`config.mk`:
```
export PLATFORM = sky130hd
export DESIGN_NAME = fbuf_flip
export DESIGN_NICKNAME = d
export VERILOG_FILES = /design/src/rtl/fbuf_flip_pkg.sv /design/src/rtl/fbuf_flip_seq.sv /design/src/rtl/fbuf_ptr_swap.sv /design/src/rtl/fbuf_copier.sv /design/src/rtl/fbuf_flip.sv
export SDC_FILE = /design/constraint.sdc
export NUM_CORES = 1
export LEC_CHECK = 0
export CAP_MARGIN = 0
export CORE_ASPECT_RATIO = 0.5
export CORE_MARGIN = 2
export CORE_UTILIZATION = 30
export CTS_BUF_LIST = sky130_fd_sc_hd__clkbuf_8
export DETAILED_ROUTE_END_ITERATION = 7
export PLACE_DENSITY = 0.59
export SYNTH_ARGS = -nofsm -noshare
export SYNTH_HDL_FRONTEND = slang
export SYNTH_HIERARCHICAL = 1
export SYNTH_SLANG_ARGS = --single-unit
```
`constraint.sdc`:
```
create_clock -name clk -period 4.95 [get_ports clk]
set_clock_uncertainty 0.05 [all_clocks]
set_input_delay 0.99 -clock clk [delete_from_list [all_inputs] [get_ports clk]]
set_output_delay 0.99 -clock clk [all_outputs]
set_load 0.01 [all_outputs]
```
`src/rtl/fbuf_flip_pkg.sv`:
```
package fbuf_flip_pkg;
  typedef enum logic [1:0] {
    SEQ_IDLE = 2'd0,
    SEQ_WAIT = 2'd1,
    SEQ_COPY = 2'd2
  } seq_state_e;

  typedef enum logic [1:0] {
    CP_IDLE  = 2'd0,
    CP_READ  = 2'd1,
    CP_WRITE = 2'd2
  } copy_state_e;
endpackage

```
`src/rtl/fbuf_flip_seq.sv`:
```
module fbuf_flip_seq
  import fbuf_flip_pkg::*;
(
  input  logic clk,
  input  logic rst_n,
  input  logic flip_req,
  input  logic at_boundary,
  input  logic copy_done,
  output logic swap_o,
  output logic busy_o
);
  seq_state_e state_q, state_d;
  logic       queued_q, queued_d;

  always_comb begin
    state_d  = state_q;
    queued_d = queued_q;
    swap_o   = 1'b0;
    unique case (state_q)
      SEQ_IDLE: if (flip_req) state_d = SEQ_WAIT;
      SEQ_WAIT: if (at_boundary) begin
        swap_o  = 1'b1;
        state_d = SEQ_COPY;
      end
      SEQ_COPY: begin
        if (copy_done) begin
          state_d  = (queued_q || flip_req) ? SEQ_WAIT : SEQ_IDLE;
          queued_d = 1'b0;
        end else if (flip_req) begin
          queued_d = 1'b1;
        end
      end
      default: state_d = SEQ_IDLE;
    endcase
  end

  always_ff @(posedge clk or negedge rst_n) begin
    if (!rst_n) begin
      state_q  <= SEQ_IDLE;
      queued_q <= 1'b0;
    end else begin
      state_q  <= state_d;
      queued_q <= queued_d;
    end
  end

  assign busy_o = (state_q != SEQ_IDLE);


  done_in_copy_chk: assert property (@(posedge clk) disable iff (!rst_n)
    copy_done |-> state_q == SEQ_COPY);


  wait_merge_chk: assert property (@(posedge clk) disable iff (!rst_n)
    (state_q == SEQ_WAIT && !at_boundary) |=> state_q == SEQ_WAIT && !queued_q);
endmodule

```
`src/rtl/fbuf_ptr_swap.sv`:
```
module fbuf_ptr_swap #(
  parameter int          ADDR_W     = 16,
  parameter int          ROW_W      = 1,
  parameter int          ROW_STRIDE = 16,
  parameter logic [15:0] FRONT_BASE = 16'h0100,
  parameter logic [15:0] BACK_BASE  = 16'h0200
) (
  input  logic              clk,
  input  logic              rst_n,
  input  logic              swap,
  input  logic              row_start,
  input  logic [ROW_W-1:0]  row_idx,
  output logic [ADDR_W-1:0] front_o,
  output logic [ADDR_W-1:0] back_o,
  output logic [ADDR_W-1:0] row_addr_o
);
  logic [ADDR_W-1:0] front_q, back_q, row_addr_q;
  logic [ADDR_W-1:0] front_d, back_d, row_addr_d, disp_base;

  always_comb begin
    front_d    = front_q;
    back_d     = back_q;
    row_addr_d = row_addr_q;
    disp_base  = swap ? front_q : back_q;
    if (swap) begin
      front_d = back_q;
      back_d  = front_q;
    end
    if (row_start)
      row_addr_d = disp_base + ADDR_W'(row_idx) * ADDR_W'(ROW_STRIDE);
  end

  always_ff @(posedge clk or negedge rst_n) begin
    if (!rst_n) begin
      front_q    <= ADDR_W'(FRONT_BASE);
      back_q     <= ADDR_W'(BACK_BASE);
      row_addr_q <= ADDR_W'(BACK_BASE);
    end else begin
      front_q    <= front_d;
      back_q     <= back_d;
      row_addr_q <= row_addr_d;
    end
  end

  assign front_o    = front_q;
  assign back_o     = back_q;
  assign row_addr_o = row_addr_q;


  ptr_distinct_chk: assert property (@(posedge clk) disable iff (!rst_n)
    front_q != back_q);
endmodule

```
`src/rtl/fbuf_copier.sv`:
```
module fbuf_copier
  import fbuf_flip_pkg::*;
#(
  parameter int ADDR_W = 16,
  parameter int DATA_W = 32,
  parameter int WORDS  = 32
) (
  input  logic              clk,
  input  logic              rst_n,
  input  logic              start,
  input  logic [ADDR_W-1:0] src_base,
  input  logic [ADDR_W-1:0] dst_base,
  output logic              mem_req,
  output logic              mem_we,
  output logic [ADDR_W-1:0] mem_addr,
  output logic [DATA_W-1:0] mem_wdata,
  input  logic              mem_ack,
  input  logic [DATA_W-1:0] mem_rdata,
  output logic              done_o
);
  localparam int CNT_W = (WORDS > 1) ? $clog2(WORDS) : 1;

  copy_state_e       state_q, state_d;
  logic [ADDR_W-1:0] src_q, src_d, dst_q, dst_d;
  logic [CNT_W-1:0]  cnt_q, cnt_d;
  logic [DATA_W-1:0] data_q, data_d;
  logic              done_q, done_d;

  always_comb begin
    state_d = state_q;
    src_d   = src_q;
    dst_d   = dst_q;
    cnt_d   = cnt_q;
    data_d  = data_q;
    done_d  = 1'b0;
    unique case (state_q)
      CP_IDLE: if (start) begin
        src_d   = src_base;
        dst_d   = dst_base;
        cnt_d   = '0;
        state_d = CP_READ;
      end
      CP_READ: if (mem_ack) begin
        data_d  = mem_rdata;
        state_d = CP_WRITE;
      end
      CP_WRITE: if (mem_ack) begin
        if (cnt_q == CNT_W'(WORDS - 1)) begin
          state_d = CP_IDLE;
          done_d  = 1'b1;
        end else begin
          cnt_d   = cnt_q + 1'b1;
          state_d = CP_READ;
        end
      end
      default: state_d = CP_IDLE;
    endcase
  end

  always_ff @(posedge clk or negedge rst_n) begin
    if (!rst_n) begin
      state_q <= CP_IDLE;
      src_q   <= '0;
      dst_q   <= '0;
      cnt_q   <= '0;
      data_q  <= '0;
      done_q  <= 1'b0;
    end else begin
      state_q <= state_d;
      src_q   <= src_d;
      dst_q   <= dst_d;
      cnt_q   <= cnt_d;
      data_q  <= data_d;
      done_q  <= done_d;
    end
  end

  assign mem_req   = (state_q != CP_IDLE);
  assign mem_we    = (state_q == CP_WRITE);
  assign mem_addr  = (state_q == CP_WRITE ? dst_q : src_q) + ADDR_W'(cnt_q);
  assign mem_wdata = data_q;
  assign done_o    = done_q;


  req_hold_chk: assert property (@(posedge clk) disable iff (!rst_n)
    (mem_req && !mem_ack) |=> mem_req && $stable(mem_addr) && $stable(mem_we));


  start_idle_chk: assert property (@(posedge clk) disable iff (!rst_n)
    start |-> !mem_req);


  wdata_stable_chk: assert property (@(posedge clk) disable iff (!rst_n)
    (mem_req && mem_we && !mem_ack) |=> $stable(mem_wdata));
endmodule

```
`src/rtl/fbuf_flip.sv`:
```
module fbuf_flip #(
  parameter int          WIDTH      = 8,
  parameter int          HEIGHT     = 4,
  parameter int          PLANES     = 10,
  parameter int          ADDR_W     = 16,
  parameter int          DATA_W     = 32,
  parameter logic [15:0] FRONT_BASE = 16'h0100,
  parameter logic [15:0] BACK_BASE  = 16'h0200,
  localparam int         ROWS       = HEIGHT / 2,
  localparam int         ROW_W      = (ROWS > 1) ? $clog2(ROWS) : 1,
  localparam int         PLANE_W    = (PLANES > 1) ? $clog2(PLANES) : 1
) (
  input  logic               clk,
  input  logic               rst_n,
  input  logic               flip_req,
  output logic               flip_busy,
  output logic               flip_done,
  input  logic               row_start,
  input  logic [PLANE_W-1:0] scan_plane,
  input  logic [ROW_W-1:0]   scan_row,
  output logic [ADDR_W-1:0]  front_base,
  output logic [ADDR_W-1:0]  back_base,
  output logic [ADDR_W-1:0]  row_addr,
  output logic               mem_req,
  output logic               mem_we,
  output logic [ADDR_W-1:0]  mem_addr,
  output logic [DATA_W-1:0]  mem_wdata,
  input  logic               mem_ack,
  input  logic [DATA_W-1:0]  mem_rdata
);
  localparam int WORDS      = WIDTH * HEIGHT;
  localparam int ROW_STRIDE = WIDTH * 2;

  logic [1:0] rst_sync_q;
  logic       rst_int_n;
  logic       at_boundary, swap, copy_done;

  always_ff @(posedge clk or negedge rst_n) begin
    if (!rst_n) rst_sync_q <= 2'b00;
    else        rst_sync_q <= {rst_sync_q[0], 1'b1};
  end
  assign rst_int_n = rst_sync_q[1];

  assign at_boundary = row_start && (scan_plane == '0) && (scan_row == '0);

  fbuf_flip_seq u_seq (
    .clk         (clk),
    .rst_n       (rst_int_n),
    .flip_req    (flip_req),
    .at_boundary (at_boundary),
    .copy_done   (copy_done),
    .swap_o      (swap),
    .busy_o      (flip_busy)
  );

  fbuf_ptr_swap #(
    .ADDR_W     (ADDR_W),
    .ROW_W      (ROW_W),
    .ROW_STRIDE (ROW_STRIDE),
    .FRONT_BASE (FRONT_BASE),
    .BACK_BASE  (BACK_BASE)
  ) u_ptr (
    .clk        (clk),
    .rst_n      (rst_int_n),
    .swap       (swap),
    .row_start  (row_start),
    .row_idx    (scan_row),
    .front_o    (front_base),
    .back_o     (back_base),
    .row_addr_o (row_addr)
  );

  // The new display buffer is the old drawing buffer and vice versa.
  fbuf_copier #(
    .ADDR_W (ADDR_W),
    .DATA_W (DATA_W),
    .WORDS  (WORDS)
  ) u_copy (
    .clk       (clk),
    .rst_n     (rst_int_n),
    .start     (swap),
    .src_base  (front_base),
    .dst_base  (back_base),
    .mem_req   (mem_req),
    .mem_we    (mem_we),
    .mem_addr  (mem_addr),
    .mem_wdata (mem_wdata),
    .mem_ack   (mem_ack),
    .mem_rdata (mem_rdata),
    .done_o    (copy_done)
  );

  assign flip_done = copy_done;


  ptr_at_frame_chk: assert property (@(posedge clk) disable iff (!rst_int_n)
    !$stable(front_base) |-> $past(row_start && scan_plane == '0 && scan_row == '0));


  done_while_busy_chk: assert property (@(posedge clk) disable iff (!rst_int_n)
    flip_done |-> flip_busy);


  copy_under_busy_chk: assert property (@(posedge clk) disable iff (!rst_int_n)
    mem_req |-> flip_busy);


  scan_pos_range_chk: assert property (@(posedge clk) disable iff (!rst_int_n)
    row_start |-> (int'(scan_plane) < PLANES) && (int'(scan_row) < ROWS));
endmodule

```
==> impl_metrics.tcl <==
set metrics [dict create \
    htreeDepth 4 \
    detail-route-antenna-nets 0 \
    cp.depth 12 \
    yosysUniqueCellTypes 63 \
    die_y_um 102.1 \
    post_cts_buffers 0 \
    fillers 1764 \
    synth_fa_ha_area_share_pct 2.515 \
    core_um2 18610 \
    reg2reg_depth 6 \
    synth_compound_area_share_pct 5.529 \
    setup_slack_ps 335.9 \
    synth_common_cells "dfrtp_1 (122), mux2_2 (99), nand2_1 (36)" \
    slowest_stage "clkdlybuf4s50_1" \
    crit_chain "nand2b_2, inv_2, nand2_1, nand2_1, ha_1, fa_1, a211oi_1, o21bai_2, nand2_1, nor3_2, xnor2_1, clkdlybuf4s50_1" \
    grtUsageTotal_pct 14.57 \
    vias 3986 \
    multi_input_area_um2 2535 \
    synth_top_family_by_area "multiplexers" \
    cp-start-kind "flop" \
    start_util_pct 31.01 \
    grt_pass1_vias 4128 \
    synth_xor_area_share_pct 2.884 \
    required_ps 3910 \
    gp_congestion 0.7998 \
    clockRootBuffer "clkbuf_8" \
    clock.fmax_mhz 216.7 \
    place_ws_ps 543.1 \
    wl_per_cell_um 16.55 \
    syn_area_per_cell_um2 12.94 \
    worstPathBufferInverterCount 2 \
    synthFlopType "dfrtp_1" \
    synth_area_leader_cell "dfrtp_1" \
    worst-path-max-fanout 17 \
    yosysWarningCount 6 \
    ys_seq_elements 125 \
    grt_pass1_wl_um 23110 \
    synthSimpleGateAreaFrac_pct 10.67 \
    io_buffers 141 \
    power.density_nw_per_um2 374.4 \
    ys_async_sr_fraction_pct 100.0 \
    slew_headroom_pct 39.77 \
    setup_viol 0 \
    synth_most_common_cell "dfrtp_1" \
    yosysTopAreaCellShare_pct 52.91 \
    grt_overflow 0 \
    dr.pass1.iters 4 \
    whs_ps 307.6 \
    drive_above_1_share_pct 26.60 \
    rrSetupSlack_ps 2550 \
    hp-class "reg -> reg" \
    rows 35 \
    p_leak_uw 0.003581 \
    pin_count 142 \
    worstReg2RegStart "u_seq/state_q[1]" \
    cts_tree "yes" \
    cts-buffers-inserted 17 \
    setup.worst_path.end_class "output pin" \
    die_area_um2 20430 \
    seq_area_um2 3136 \
    clkSlewWorstSetupHoldPaths_ps 80 \
    crit_family "buffers and inverters" \
    nets 650 \
    finalHoldViolCount 0 \
    final_cell_area_um2 7926 \
    vias_per_cell 4.592 \
    critPathArrivalTime_ps 3570 \
    cp-endpoint "mem_addr[14]" \
    period_share_pct 93.21 \
    hold_buffers 0 \
    tightestPinTransition_ps 903.5 \
    drc 0 \
    syn_nets 499 \
    period_minus_slack_ps 4614 \
    antenna_found_initial 0 \
    crit_top_cell "nand2_1" \
    tns_ps 0 \
    place_area_um2 7482 \
    wirelength_um 14360 \
    grt_max_degree 69 \
    yosysSeqAreaShare_pct 54.27 \
    syn-cell-area_um2 5771 \
    regToRegEndpoint "u_ptr/row_addr_o[14]" \
    diodes 0 \
    syn_to_final_growth_pct 37.36 \
    cts-resized-gates 0 \
    post-dp-hpwl_um 10550 \
    worstSkewPairLatency_ps 430 \
    synth_cells 446 \
    crit_start "u_copy/state_q[0]" \
    die_x_um 200.1 \
    ys_top_cells_by_area "dfrtp_1 (53%), mux2_2 (19%), nand2_1 (2.3%)" \
    cts_buffer_depth 2 \
    maxSlewViolCount 0 \
    maxCapViolCount 0 \
    muxShareOfSynthArea_pct 22.05 \
    clock_sinks 125 \
    status "finished clean" \
    cpPeakStageDelay_ps 560 \
    rsz0062_at_grt "false" \
    path_class "reg -> out" \
    synth-edff-count 0 \
    ir_worst_vdd_mv 0.2492 \
    drt_iter0_drc 166 \
]
## flip-flops by register name, indices dropped and copies added (netlist names)
register,flops
u_copy/mem_wdata,32
u_copy/cnt_q,5
u_copy/state_q,2
u_copy/done_o,1
rst_sync_q,2
u_ptr/front_o,16
u_ptr/back_o,16
u_seq/queued_q,1
u_seq/state_q,2
u_copy/dst_q,16
u_ptr/row_addr_o,16
u_copy/src_q,16
## worst min-delay path by stage
stage	from	end	slack, ps	cells past startpoint
after CTS	rst_sync_q[0]	rst_sync_q[1]	310	0
final	rst_sync_q[0]	rst_sync_q[1]	310	0
after detailed placement	rst_sync_q[0]	rst_sync_q[1]	290	0
after global routing	rst_sync_q[0]	rst_sync_q[1]	330	0
after floorplan	rst_sync_q[0]	rst_sync_q[1]	280	0
after global placement	rst_sync_q[0]	rst_sync_q[1]	290	0
## worst reg2reg max path: cells and delay by family, from the launching register on
kind,cells,cell delay (ps)
buf+inv,1,370
simple gates,3,770
compound gates,1,250
mux,1,430
flops,1,440
## cells in the final DEF (no fill, tap or decap), types with 3 or more instances in the layout
| cell | instances |
|---|---|
| xnor2_1 | 11 |
| o21ai_1 | 4 |
| and2_1 | 4 |
| nor2_1 | 19 |
| nand4_1 | 4 |
| a21oi_1 | 6 |
| a21o_1 | 3 |
| clkinv_4 | 3 |
| o21ai_0 | 4 |
| dfstp_2 | 3 |
| a31oi_1 | 3 |
| and4_1 | 3 |
| dfrtp_1 | 121 |
| o31ai_1 | 5 |
| and3_1 | 8 |
| ha_1 | 10 |
| nand2_1 | 36 |
| inv_1 | 4 |
| nand3_1 | 9 |
| or2_2 | 3 |
| mux2_2 | 99 |
| inv_6 | 6 |
| xor2_1 | 8 |
| mux2i_1 | 11 |
| clkbuf_8 | 17 |
| clkdlybuf4s50_1 | 141 |
| nor3_2 | 3 |
| buf_4 | 8 |
| nand2b_1 | 6 |
| bufinv_16 | 4 |
## logic make-up after synthesis
family / after synthesis
fa+ha+maj: 11
buf+inv: 23
other cells: 1
mux: 113
xor+xnor: 19
flops: 125
simple gates: 112
compound gates: 42
## stage by stage
stage	cells	util [%]	total power, uW
2_1_floorplan	446	-	1604
3_3_place_gp	837	40.20	1989
3_5_place_dp	837	40.20	2001
4_1_cts	868	42.55	3020
5_1_grt	868	42.59	3125
6_report	868	42.59	2968
## cell type report
type | count | area share (%)
Clock buffer | 17 | 2.952
Clock inverter | 14 | 2.573
Inverter | 6 | 0.2841
Multi-Input combinational cell | 298 | 31.98
Sequential cell | 125 | 39.56
Tap cell | 259 | 4.088
Timing Repair Buffer | 149 | 18.56
## layer usage
layer	vias up	share of wire (%)	wire (um)	track usage, %
li1	1901	-	-	-
met1	1997	50	7128	20.22
met2	73	46	6581	22.97
met3	15	3.3	472	2.966
met4	0	1.3	182	4.994
met5	-	0	0	0
## power by group
group          internal [uW]  leakage (uW)  switching, uW
Clock                    558      0.000222            439
Combinational            433       0.00171            279
Sequential              1170       0.00165           90.3
Note: power is estimated with default switching activity, not from simulation.
